--- src/rtl/hz_pkg.sv ---
package hz_pkg;

    typedef enum logic [1:0] {
        BYP_RF  = 2'b00,
        BYP_EX  = 2'b01,
        BYP_MEM = 2'b10,
        BYP_WB  = 2'b11
    } byp_sel_e;

    localparam int LATER_STAGES = 3;

endpackage

--- src/rtl/hz_prod_match.sv ---
module hz_prod_match #(
    parameter int REG_W = 5
) (
    input  logic [REG_W-1:0] src_i,
    input  logic [REG_W-1:0] ex_dst_i,
    input  logic             ex_we_i,
    input  logic [REG_W-1:0] mem_dst_i,
    input  logic             mem_we_i,
    input  logic [REG_W-1:0] wb_dst_i,
    input  logic             wb_we_i,
    output logic             hit_ex_o,
    output logic             hit_mem_o,
    output logic             hit_wb_o
);

    // Register 0 is hard-wired, so it never names a real producer.
    logic live;

    always_comb begin
        live      = (src_i != '0);
        hit_ex_o  = live && ex_we_i  && (ex_dst_i  == src_i);
        hit_mem_o = live && mem_we_i && (mem_dst_i == src_i);
        hit_wb_o  = live && wb_we_i  && (wb_dst_i  == src_i);
    end

endmodule

--- src/rtl/hz_src_policy.sv ---
module hz_src_policy
    import hz_pkg::*;
(
    input  logic     fwd_en_i,
    input  logic     hit_ex_i,
    input  logic     hit_mem_i,
    input  logic     hit_wb_i,
    input  logic     ex_ld_i,
    output byp_sel_e sel_o,
    output logic     hold_o
);

    always_comb begin
        sel_o  = BYP_RF;
        hold_o = 1'b0;
        if (!fwd_en_i) begin
            // No bypass: wait until the producer has left write-back.
            hold_o = hit_ex_i || hit_mem_i || hit_wb_i;
        end else if (hit_ex_i) begin
            // Youngest producer. Load data is not ready until end of memory.
            if (ex_ld_i) begin
                hold_o = 1'b1;
            end else begin
                sel_o = BYP_EX;
            end
        end else if (hit_mem_i) begin
            sel_o = BYP_MEM;
        end else if (hit_wb_i) begin
            sel_o = BYP_WB;
        end
    end

endmodule

--- src/rtl/hz_interlock.sv ---
module hz_interlock
    import hz_pkg::*;
#(
    parameter int REG_W   = 5,
    parameter int NUM_SRC = 2
) (
    input  logic                            fwd_en_i,
    input  logic [NUM_SRC-1:0][REG_W-1:0]   src_reg_i,
    input  logic [REG_W-1:0]                ex_dst_i,
    input  logic                            ex_we_i,
    input  logic                            ex_ld_i,
    input  logic [REG_W-1:0]                mem_dst_i,
    input  logic                            mem_we_i,
    input  logic [REG_W-1:0]                wb_dst_i,
    input  logic                            wb_we_i,
    output logic                            stall_o,
    output logic                            bubble_o,
    output logic [NUM_SRC-1:0][1:0]         byp_sel_o
);

    localparam int SEL_W = $bits(byp_sel_e);

    logic [NUM_SRC-1:0] hold_vec;

    for (genvar g = 0; g < NUM_SRC; g++) begin : g_src
        logic     hit_ex;
        logic     hit_mem;
        logic     hit_wb;
        byp_sel_e sel;

        hz_prod_match #(.REG_W(REG_W)) u_match (
            .src_i     (src_reg_i[g]),
            .ex_dst_i  (ex_dst_i),
            .ex_we_i   (ex_we_i),
            .mem_dst_i (mem_dst_i),
            .mem_we_i  (mem_we_i),
            .wb_dst_i  (wb_dst_i),
            .wb_we_i   (wb_we_i),
            .hit_ex_o  (hit_ex),
            .hit_mem_o (hit_mem),
            .hit_wb_o  (hit_wb)
        );

        hz_src_policy u_policy (
            .fwd_en_i  (fwd_en_i),
            .hit_ex_i  (hit_ex),
            .hit_mem_i (hit_mem),
            .hit_wb_i  (hit_wb),
            .ex_ld_i   (ex_ld_i),
            .sel_o     (sel),
            .hold_o    (hold_vec[g])
        );

        assign byp_sel_o[g] = SEL_W'(sel);
    end

    // Hold the front end and inject a no-write bubble into execute together.
    always_comb begin
        stall_o  = |hold_vec;
        bubble_o = stall_o;
    end

endmodule

--- config.mk ---
export PLATFORM = sky130hd
export DESIGN_NAME = hz_interlock
export DESIGN_NICKNAME = d
export VERILOG_FILES = /design/src/rtl/hz_pkg.sv /design/src/rtl/hz_prod_match.sv /design/src/rtl/hz_src_policy.sv /design/src/rtl/hz_interlock.sv
export SDC_FILE = /design/constraint.sdc
export NUM_CORES = 1
export LEC_CHECK = 0
export BUFFER_PORTS_ARGS = -buffer_cell sky130_fd_sc_hd__buf_2
export CAP_MARGIN = 25
export CELL_PAD_IN_SITES_DETAIL_PLACEMENT = 0
export CELL_PAD_IN_SITES_GLOBAL_PLACEMENT = 1
export CORE_MARGIN = 8
export CORE_UTILIZATION = 28
export DETAILED_ROUTE_END_ITERATION = 7
export PLACE_DENSITY_LB_ADDON = 0.08
export SLEW_MARGIN = 5
export SYNTH_ARGS = -nofsm -noshare
export SYNTH_HDL_FRONTEND = slang
export SYNTH_SLANG_ARGS = --single-unit
export TNS_END_PERCENT = 10
--- constraint.sdc ---
create_clock -name vclk -period 1.7
set_input_delay 0.17 -clock vclk [all_inputs]
set_output_delay 0.17 -clock vclk [all_outputs]
set_load 0.05 [all_outputs]
# [After elaboration in Yosys (flattened, before gate mapping)]
# Index checks and enable logic that the tools add are counted.
[word_totals] regBits=0 in_bits=30 out_inout_bits=6
[op_classes] n_eq_ne=6 mux=14 reduce_logical=19
[ops] cell="$eq A5 B5 Y1" count=6
[ops] cell="$mux W2" count=8
[ops] cell="$logic_and A1 B1 Y1" count=12
[ops] cell="$reduce_bool A5 Y1" count=2
[ops] cell="$mux W1" count=6
[ops] cell="$logic_or A1 B1 Y1" count=4
[ops] cell="$reduce_or A2 Y1" count=1

# [Longest topological paths before layout]
# Gate-level depths: netlist of the first run.
[depth] depth_word=7 depth_mapped=6 mapped_depth_nobuf=5

# [Cells and area by module]
# From an unflattened synthesis of the first run, not the netlist that was laid out.
[unflattened] cells_unflattened=66 hier_area_um2=496.7
[by_module_without_submodules] module="hz_prod_match" instances=2 cells_each=23 area_per_inst_um2=182.7 seq_area_each_um2=0.0
[by_module_without_submodules] module="hz_src_policy" instances=2 cells_each=9 area_per_inst_um2=58.8 seq_area_each_um2=0.0
[by_module_without_submodules] module="hz_interlock" instances=1 cells_each=2 area_per_inst_um2=13.8 seq_area_each_um2=0.0

# [Least setup slack after synthesis of the first run]
# OpenSTA, ideal clock, no wires.
[synth_timing] path_kind="input-to-output" from="input src_reg_i[7] in the netlist's numbering" to="output stall_o" arrival_ps=2516 slack_ps=-986 cell_stages=6 cell_sequence="or4_1 nor2_2 nor4_2 nor4_1 a221oi_1 buf_4"
[synth_between] elab_chain_cells=7
[synth_rtl] element="start: declaration" line="hz_interlock.sv:8" source="input logic [NUM_SRC-1:0][REG_W-1:0] src_reg_i,"
[synth_rtl] element="$reduce_bool A5 Y1" line="hz_prod_match.sv:20" source="live = (src_i != '0);"
[synth_rtl] element="$logic_and A1 B1 Y1, on equally long branches (2 in a row)" line="hz_prod_match.sv:21, hz_prod_match.sv:22"
[synth_rtl] element="$logic_or A1 B1 Y1 (2 in a row)" line="hz_src_policy.sv:18" source="hold_o = hit_ex_i || hit_mem_i || hit_wb_i;"
[synth_rtl] element="$mux W1 *" line="hz_src_policy.sv:16" source="if (!fwd_en_i) begin"
[synth_rtl] element="$reduce_or A2 Y1 *" line="hz_interlock.sv:59" source="stall_o = |hold_vec;"
[synth_rtl] element="end: declaration" line="hz_interlock.sv:16" source="output logic stall_o,"
# Mark *: on every way between the ends. The rest lies on a longest branch, timed or not.

# [Worst setup path after layout of the first run]
[layout_timing] from="input src_reg_i[2] in the netlist's numbering" to="output bubble_o"
[layout_between] elab_chain_cells=7
[layout_rtl] element="$reduce_bool A5 Y1" line="hz_prod_match.sv:20"
[layout_rtl] element="$logic_and A1 B1 Y1, on equally long branches (2 in a row)" line="hz_prod_match.sv:21, hz_prod_match.sv:22"
[layout_rtl] element="$logic_or A1 B1 Y1 (2 in a row)" line="hz_src_policy.sv:18"
[layout_rtl] element="$mux W1 *" line="hz_src_policy.sv:16"
[layout_rtl] element="$reduce_or A2 Y1 *" line="hz_interlock.sv:59"
[layout_rtl] element="end: declaration" line="hz_interlock.sv:17" source="output logic bubble_o,"
# Marks and branches as above.

==> flow_summary.toml, run 1 <==
[placement]
port_buffers = 36
dp_hpwl_um = 1613
placed_area_um2 = 868.3
place_congestion = 0.7110

[floorplanning]
dieArea_um2 = 3223
core_area_um2 = 1541
dieHeight_um = 56.77
start_util_pct = 30.19
floorplan.rows = 14
ioPinCount = 36
die_width_um = 56.77

[outcome]
status = "finished, violations left"
violations = "setup timing"

[timing]
setup_viol = 5
slew_viol_final = 0
rsz0062_at_grt = "true"
period_needed_ns = 1.940
relSlewSlack_pct = 77.55
hold_ws_ns = 0.6834
min_period_over_period_pct = 114.1
worstMarginPinSlew_ns = 0.3342
hold_violations = 0
fin_ws_ns = -0.2398
fmax_ghz = 0.5155

[cells_and_area]
drive_above_1_share_pct = 61.06
antenna_cells = 0
finalNetCount = 145
clkbuf_count = 0
design.seq.count = 0
area_delta_synth_final_pct = 107.5
fin_area_um2 = 965.9
regArea_um2 = 0

[worst_setup_path]
start_kind = "input port"
cp.required_ns = 1.53
path_buf_inv = 3
worstSetupPathType = "in -> out"
path_cells = "buf_6, or4_4, nor2_4, nor4_4, buf_4, nor4_4, a221oi_4, buf_6"
critPathMaxFanout = 3
slowest_stage = "or4_4"
cp_top_family = "simple AND/OR/NAND/NOR gates"
crit_arrival_ns = 1.77
cp-end-kind = "output pin"
max_stage_delay_ns = 0.53

[power_and_ir_drop]
p_per_area_nw_per_um2 = 229.0
p_leak_nw = 0.3951
ir_drop_mv = 0.1065

[detailed_routing]
vias = 622
drc_errors = 0
ant_nets = 0
drt-total-wl_um = 1726
drt_pass1_iterations = 4
wl_per_cell_um = 13.38
viasPerCell = 4.822
drtIter0Drc = 5

[synth]
yosysWarnings = 0
synthTopCellsByCount = "xnor2_1, xor2_1, nand4_1"
syn_area_um2 = 465.4
synth_fp_nets = 92
yosysUniqueCellTypes = 15
yosysTopAreaCell = "xnor2_1"
yosysMostFrequentCell = "xnor2_1"
ys_top_cells_by_area = "xnor2_1, xor2_1, nand4_1"
postSynthAreaPerCell_um2 = 7.507
postSynthCellCount = 62
ys_seq_area_share_pct = 0
synth_top_area_share_pct = 33.87

[global_route]
grt_remaining_overflow = 0
met3_usage_pct = 2.022
grt_pass1_vias = 725
grt_use_met2_pct = 20.69
grt.busiest_layer = "met2"
grt_max_degree = 6
met1_usage_pct = 11.53
antenna_found_initial = 0
grt_pass1_wl_um = 2960
grtUsageTotal_pct = 10.43

[clocking]
hold_buffers = 0

[min_path]
hp-class = "in -> out"

[job]
max_cap_violations = 0
[tightest hold or removal path, stage by stage]
cell	delay, ns
buf_2	0.11
a221oi_4	0.07
buf_6	0.16
[repair_timing]
action,CTS,global route
endpoints found under the setup margin,6,6
pin swaps,9,1
gates resized for setup,18,2
buffers inserted,1,0
[cells by family (layout without fill, tap and decap cells)]
| family | after synthesis | count (layout) | share of synthesized area, % |
|---|---|---|---|
| xor+xnor | 30 | 30 | 56.45 |
| simple gates | 26 | 26 | 36.29 |
| compound gates | 3 | 3 | 4.033 |
| buf+inv | 3 | 54 | 3.227 |
[worst paths after layout]
path,from,to,slack (ns),cells after the start
setup / recovery,src_reg_i[2],bubble_o,-0.24,8
hold / removal,fwd_en_i,stall_o,0.68,3
[power by group]
group	internal, mW	leakage [nW]	switching (mW)
clock network	0	0	0
registers	0	0	0
logic	0.109	0.395	0.112
[layout by cell type (no fill, tap or decap), types with 5 or more instances in the layout]
cell / instances
xnor2_1: 18
nor4_4: 5
buf_2: 28
buf_4: 16
xor2_1: 12
nand4_1: 6
buf_6: 7
[cell type report]
type                            instances  area (µm²)
Fill cell                             145       575.6
Inverter                                2       7.507
Timing Repair Buffer                   52       346.6
Multi-Input combinational cell         59       591.8
Tap cell                               16       20.02
[metrics by stage]
stage               utilization (%)  setup slack [ns]  instances  TNS [ns]  power, mW
detailed placement            56.33           -0.3733        128    -1.779     0.2040
CTS                           62.09           -0.2587        129    -1.144     0.2226
global placement              56.33           -0.3552        128    -1.667     0.2017
floorplan                         -           -0.1738         62   -0.6369     0.1065
finish                        62.66           -0.2398        129    -1.073     0.2212
global route                  62.66           -0.3105        129    -1.461     0.2397
[routing by layer]
| layer | up-vias | share of wire (%) |
|---|---|---|
| met5 | - | 0 |
| met4 | 0 | 0 |
| met3 | 0 | 5.4 |
| met2 | 20 | 54 |
| met1 | 275 | 41 |
| li1 | 327 | - |
Power figures use the tool's default switching activity.
==> inputs of run 2 (changes only) <==
Settings changed: PLACE_DENSITY set to 0.94, PLACE_DENSITY_LB_ADDON 0.08 to not set.
==> flow_summary.toml, run 2 (same netlist as run 1, synthesis figures left out) <==
[outcome]
status = "finished, violations left"
violations = "setup timing"

[worst_setup_path]
cp.required_ns = 1.53
cp-end-kind = "output pin"
path_cells = "buf_6, or4_4, nor2_4, nor4_4, buf_4, nor4_4, a221oi_4, buf_6"
path_buf_inv = 3
worstSetupPathType = "in -> out"
start_kind = "input port"
max_stage_delay_ns = 0.53
cp_top_family = "simple AND/OR/NAND/NOR gates"
slowest_stage = "or4_4"
crit_arrival_ns = 1.76
crit_cells = 8
critPathMaxFanout = 3

[detailed_routing]
drt-total-wl_um = 1779
drc_errors = 0
wl_per_cell_um = 13.90
ant_nets = 0
vias = 633
viasPerCell = 4.945
drtIter0Drc = 1
drt_pass1_iterations = 2

[min_path]
min_from = "fwd_en_i"
hp-class = "in -> out"
hold_end = "stall_o"
hold_depth = 3

[timing]
min_period_over_period_pct = 113.5
rsz0062_at_grt = "true"
relSlewSlack_pct = 75.47
fin_ws_ns = -0.2297
period_needed_ns = 1.930
worstMarginPinSlew_ns = 0.3653
fmax_ghz = 0.5182
setup_viol = 6
hold_ws_ns = 0.6836
slew_viol_final = 0
fin_setup_tns_ns = -0.9935
hold_violations = 0

[cells_and_area]
antenna_cells = 0
design.seq.count = 0
nFillCells = 148
area_delta_synth_final_pct = 117.7
finalNetCount = 144
layout_common_cells = "buf_2, xor2_1, xnor2_1"
regArea_um2 = 0
drive_above_1_share_pct = 64.29
clkbuf_count = 0
mostFrequentLayoutCell = "buf_2"

[floorplanning]
dieHeight_um = 56.77
dieArea_um2 = 3223
die_width_um = 56.77
ioPinCount = 36
start_util_pct = 30.19
core_area_um2 = 1541
floorplan.rows = 14

[placement]
port_buffers = 36
dp_hpwl_um = 1616
place_congestion = 0.7970

[global_route]
grt_pass1_vias = 745
grtUsageTotal_pct = 11.02
antenna_found_initial = 0
grt_remaining_overflow = 0
grt_pass1_wl_um = 3146
grt_max_degree = 6

[power_and_ir_drop]
p_per_area_nw_per_um2 = 233.2
p_leak_nw = 0.4335
ir_drop_mv = 0.1511

[clocking]
hold_buffers = 0

[job]
max_cap_violations = 0
-- run 2: cell types whose count changed in the layout (fill, tap and decap cells not counted), sizes merged --
cell	change
clkbuf	-1
-- run 2: power breakdown --
group	internal, mW	leakage [nW]	switching [mW]
Combinational	0.120	0.434	0.116
Clock	0	0	0
Sequential	0	0	0
-- run 2: routing by layer --
metal	GRT usage, %	up-vias	share of wire, %
li1	-	324	-
met1	12.06	282	38
met2	20.69	27	51
met3	4.045	0	10
met4	0	0	0
met5	0	-	0
-- run 2: worst max-delay path by stage --
stage / from / end / slack (ns)
5_1_grt: src_reg_i[9] / bubble_o / -0.30
6_report: src_reg_i[9] / bubble_o / -0.23
4_1_cts: src_reg_i[9] / bubble_o / -0.23
3_5_place_dp: src_reg_i[0] / bubble_o / -0.38
3_3_place_gp: src_reg_i[0] / byp_sel_o[0] / -0.35
2_1_floorplan: src_reg_i[0] / stall_o / -0.17
-- run 2: cell type report --
cell class	instances	area [µm²]	area share, %
Timing Repair Buffer	51	366.6	36.17
Inverter	2	7.507	0.7407
Multi-Input combinational cell	59	619.3	61.11
Tap cell	16	20.02	1.975
-- run 2: worst min-delay path: stages --
cell and delay (ns):
buf_2 0.11, a221oi_4 0.07, buf_6 0.16
-- run 2: timing repair --
action | 4_1_cts | 5_1_grt
pin swaps | 11 | 5
hold endpoints to repair | 0 | 0
setup endpoints to repair | 6 | 6
setup buffers | 1 | 0
gates resized for setup | 24 | 3
-- run 2: stage by stage --
step	instance area [µm²]	utilization (%)	worst slack [ns]	total power, mW	std cells
2_1_floorplan	566.8	-	-0.1738	0.1065	62
3_3_place_gp	873.3	56.66	-0.3535	0.2001	127
3_5_place_dp	873.3	56.66	-0.3835	0.2049	127
4_1_cts	994.7	64.53	-0.2301	0.2325	128
5_1_grt	1013	65.75	-0.2977	0.2547	128
6_report	1013	65.75	-0.2297	0.2364	128
==> inputs of run 3 (changes only) <==
Settings changed: BUFFER_PORTS_ARGS -buffer_cell sky130_fd_sc_hd__buf_2 to not set, CORE_AREA set to 8 8 45 47, CORE_MARGIN 8 to not set, CORE_UTILIZATION 28 to not set, DIE_AREA set to 0 0 53 55, DONT_BUFFER_PORTS set to 1, PLACE_DENSITY 0.94 to 0.8, SLEW_MARGIN 5 to 10, SYNTH_HIERARCHICAL set to 1.
==> flow_summary.toml, run 3 <==
[outcome]
status = "finished, violations left"
violations = "setup timing"

[power_and_ir_drop]
p_leak_nw = 0.2087
ir_drop_mv = 0.07554
p_per_area_nw_per_um2 = 180.7

[cells_and_area]
design.seq.count = 0
antenna_cells = 0
clkbuf_count = 0
layout_common_cells = "xnor2_1, xor2_1, nand4_1, buf_4"
drive_above_1_share_pct = 36.00
regArea_um2 = 0
mostFrequentLayoutCell = "xnor2_1"
area_delta_synth_final_pct = 49.87
finalNetCount = 107
multi_input_area_um2 = 591.8
nFillCells = 125

[global_route]
grt_max_degree = 7
grt_pass1_wl_um = 2421
grt_remaining_overflow = 0
grtUsageTotal_pct = 10.52
antenna_found_initial = 0
grt_pass1_vias = 562

[detailed_routing]
vias = 501
ant_nets = 0
drt_pass1_iterations = 2
drtIter0Drc = 2
drc_errors = 0
viasPerCell = 5.505
drt-total-wl_um = 1578
wl_per_cell_um = 17.34

[worst_setup_path]
crit_arrival_ns = 1.60
slowest_stage = "or4_4"
path_buf_inv = 1
path_cells = "or4_4, nor2_4, nor4_4, nand2b_4, o32ai_4, buf_12"
critPathMaxFanout = 4
cp.required_ns = 1.53
cp-end-kind = "output pin"
max_stage_delay_ns = 0.53
cp_top_family = "simple AND/OR/NAND/NOR gates"
start_kind = "input port"
worstSetupPathType = "in -> out"

[synth]
synth_fp_nets = 96
yosysWarnings = 6
postSynthAreaPerCell_um2 = 7.526
ys_seq_area_share_pct = 0
yosysMostFrequentCell = "xnor2_1"
yosysUniqueCellTypes = 15
yosysTopAreaCell = "xnor2_1"
synth_top_area_share_pct = 31.74
syn_area_um2 = 496.7
synthTopCellsByCount = "xnor2_1, xor2_1, nand4_1, nor4_1"
ys_top_cells_by_area = "xnor2_1, xor2_1, nand4_1"
postSynthCellCount = 66

[placement]
place_ws_ns = -0.07148
dp_hpwl_um = 1387
place_congestion = 0.8187
port_buffers = 0

[floorplanning]
ioPinCount = 36
die_width_um = 53
floorplan.rows = 14
dieHeight_um = 55
dieArea_um2 = 2915
start_util_pct = 35.90
core_area_um2 = 1384

[timing]
relSlewSlack_pct = 69.40
hold_violations = 0
setup_viol = 4
rsz0062_at_grt = "true"
period_needed_ns = 1.767
worstMarginPinSlew_ns = 0.4549
hold_ws_ns = 0.5472
slew_viol_final = 0
fin_ws_ns = -0.06707
fmax_ghz = 0.5659
min_period_over_period_pct = 103.9

[min_path]
hp-class = "in -> out"

[job]
max_cap_violations = 0

[clocking]
hold_buffers = 0
run 3: cell types whose count changed after synthesis, sizes merged:
cell    change
a221oi      -1
nand2       +2
nand2b      +2
nor2        +2
nor3        -1
nor4        -1
o32ai       +2
or2         +1
or3b        -2
run 3: report_power, final:
part	total, mW	switching [mW]	internal, mW
Sequential	0	0	0
Clock	0	0	0
Combinational	0.135	0.0608	0.0737
run 3: cell type report:
type | instances | area share, %
tap | 16 | 2.689
inverter | 2 | 1.008
multi-input combinational | 63 | 79.50
timing repair buffer | 10 | 16.81
run 3: through the flow:
step	util (%)	std cells	power [mW]	TNS [ns]	area, µm²
detailed placement	47.29	90	0.1162	-0.1867	654.4
global placement	47.29	90	0.1151	-0.1103	654.4
global route	53.80	91	0.1454	-0.4184	744.5
finish	53.80	91	0.1345	-0.1870	744.5
floorplan	-	66	0.09639	-0.4152	524.3
CTS	49.46	90	0.1230	-0.1884	684.4
run 3: layer usage:
metal | track usage, % | share of wire, %
met5 | 0 | 0
met4 | 1.293 | 0
met3 | 9.626 | 21
met2 | 18.55 | 49
met1 | 8.899 | 29
run 3: cells by family (layout without fill, tap and decap cells):
group	after synthesis	in the layout	share of synthesized area [%]
and+or+nand+nor	29	29	35.52
AOI/OAI and AO/OA	4	4	8.564
xor gates and xnor gates	30	30	52.90
buffers and inverters	3	12	3.024
run 3: path summary, 6_finish.rpt:
kind         start           end  slack [ns]  cells after the start
max   src_reg_i[3]  byp_sel_o[0]       -0.07                      6
min        ex_ld_i  byp_sel_o[2]        0.55                      2
run 3: repair_timing:
item | in CTS | in global routing
gates cloned | 0 | 0
gates resized for setup | 5 | 10
pin swaps | 6 | 8
buffers inserted | 0 | 1
endpoints found under the hold margin | 0 | 0
endpoints found under the setup margin | 4 | 5
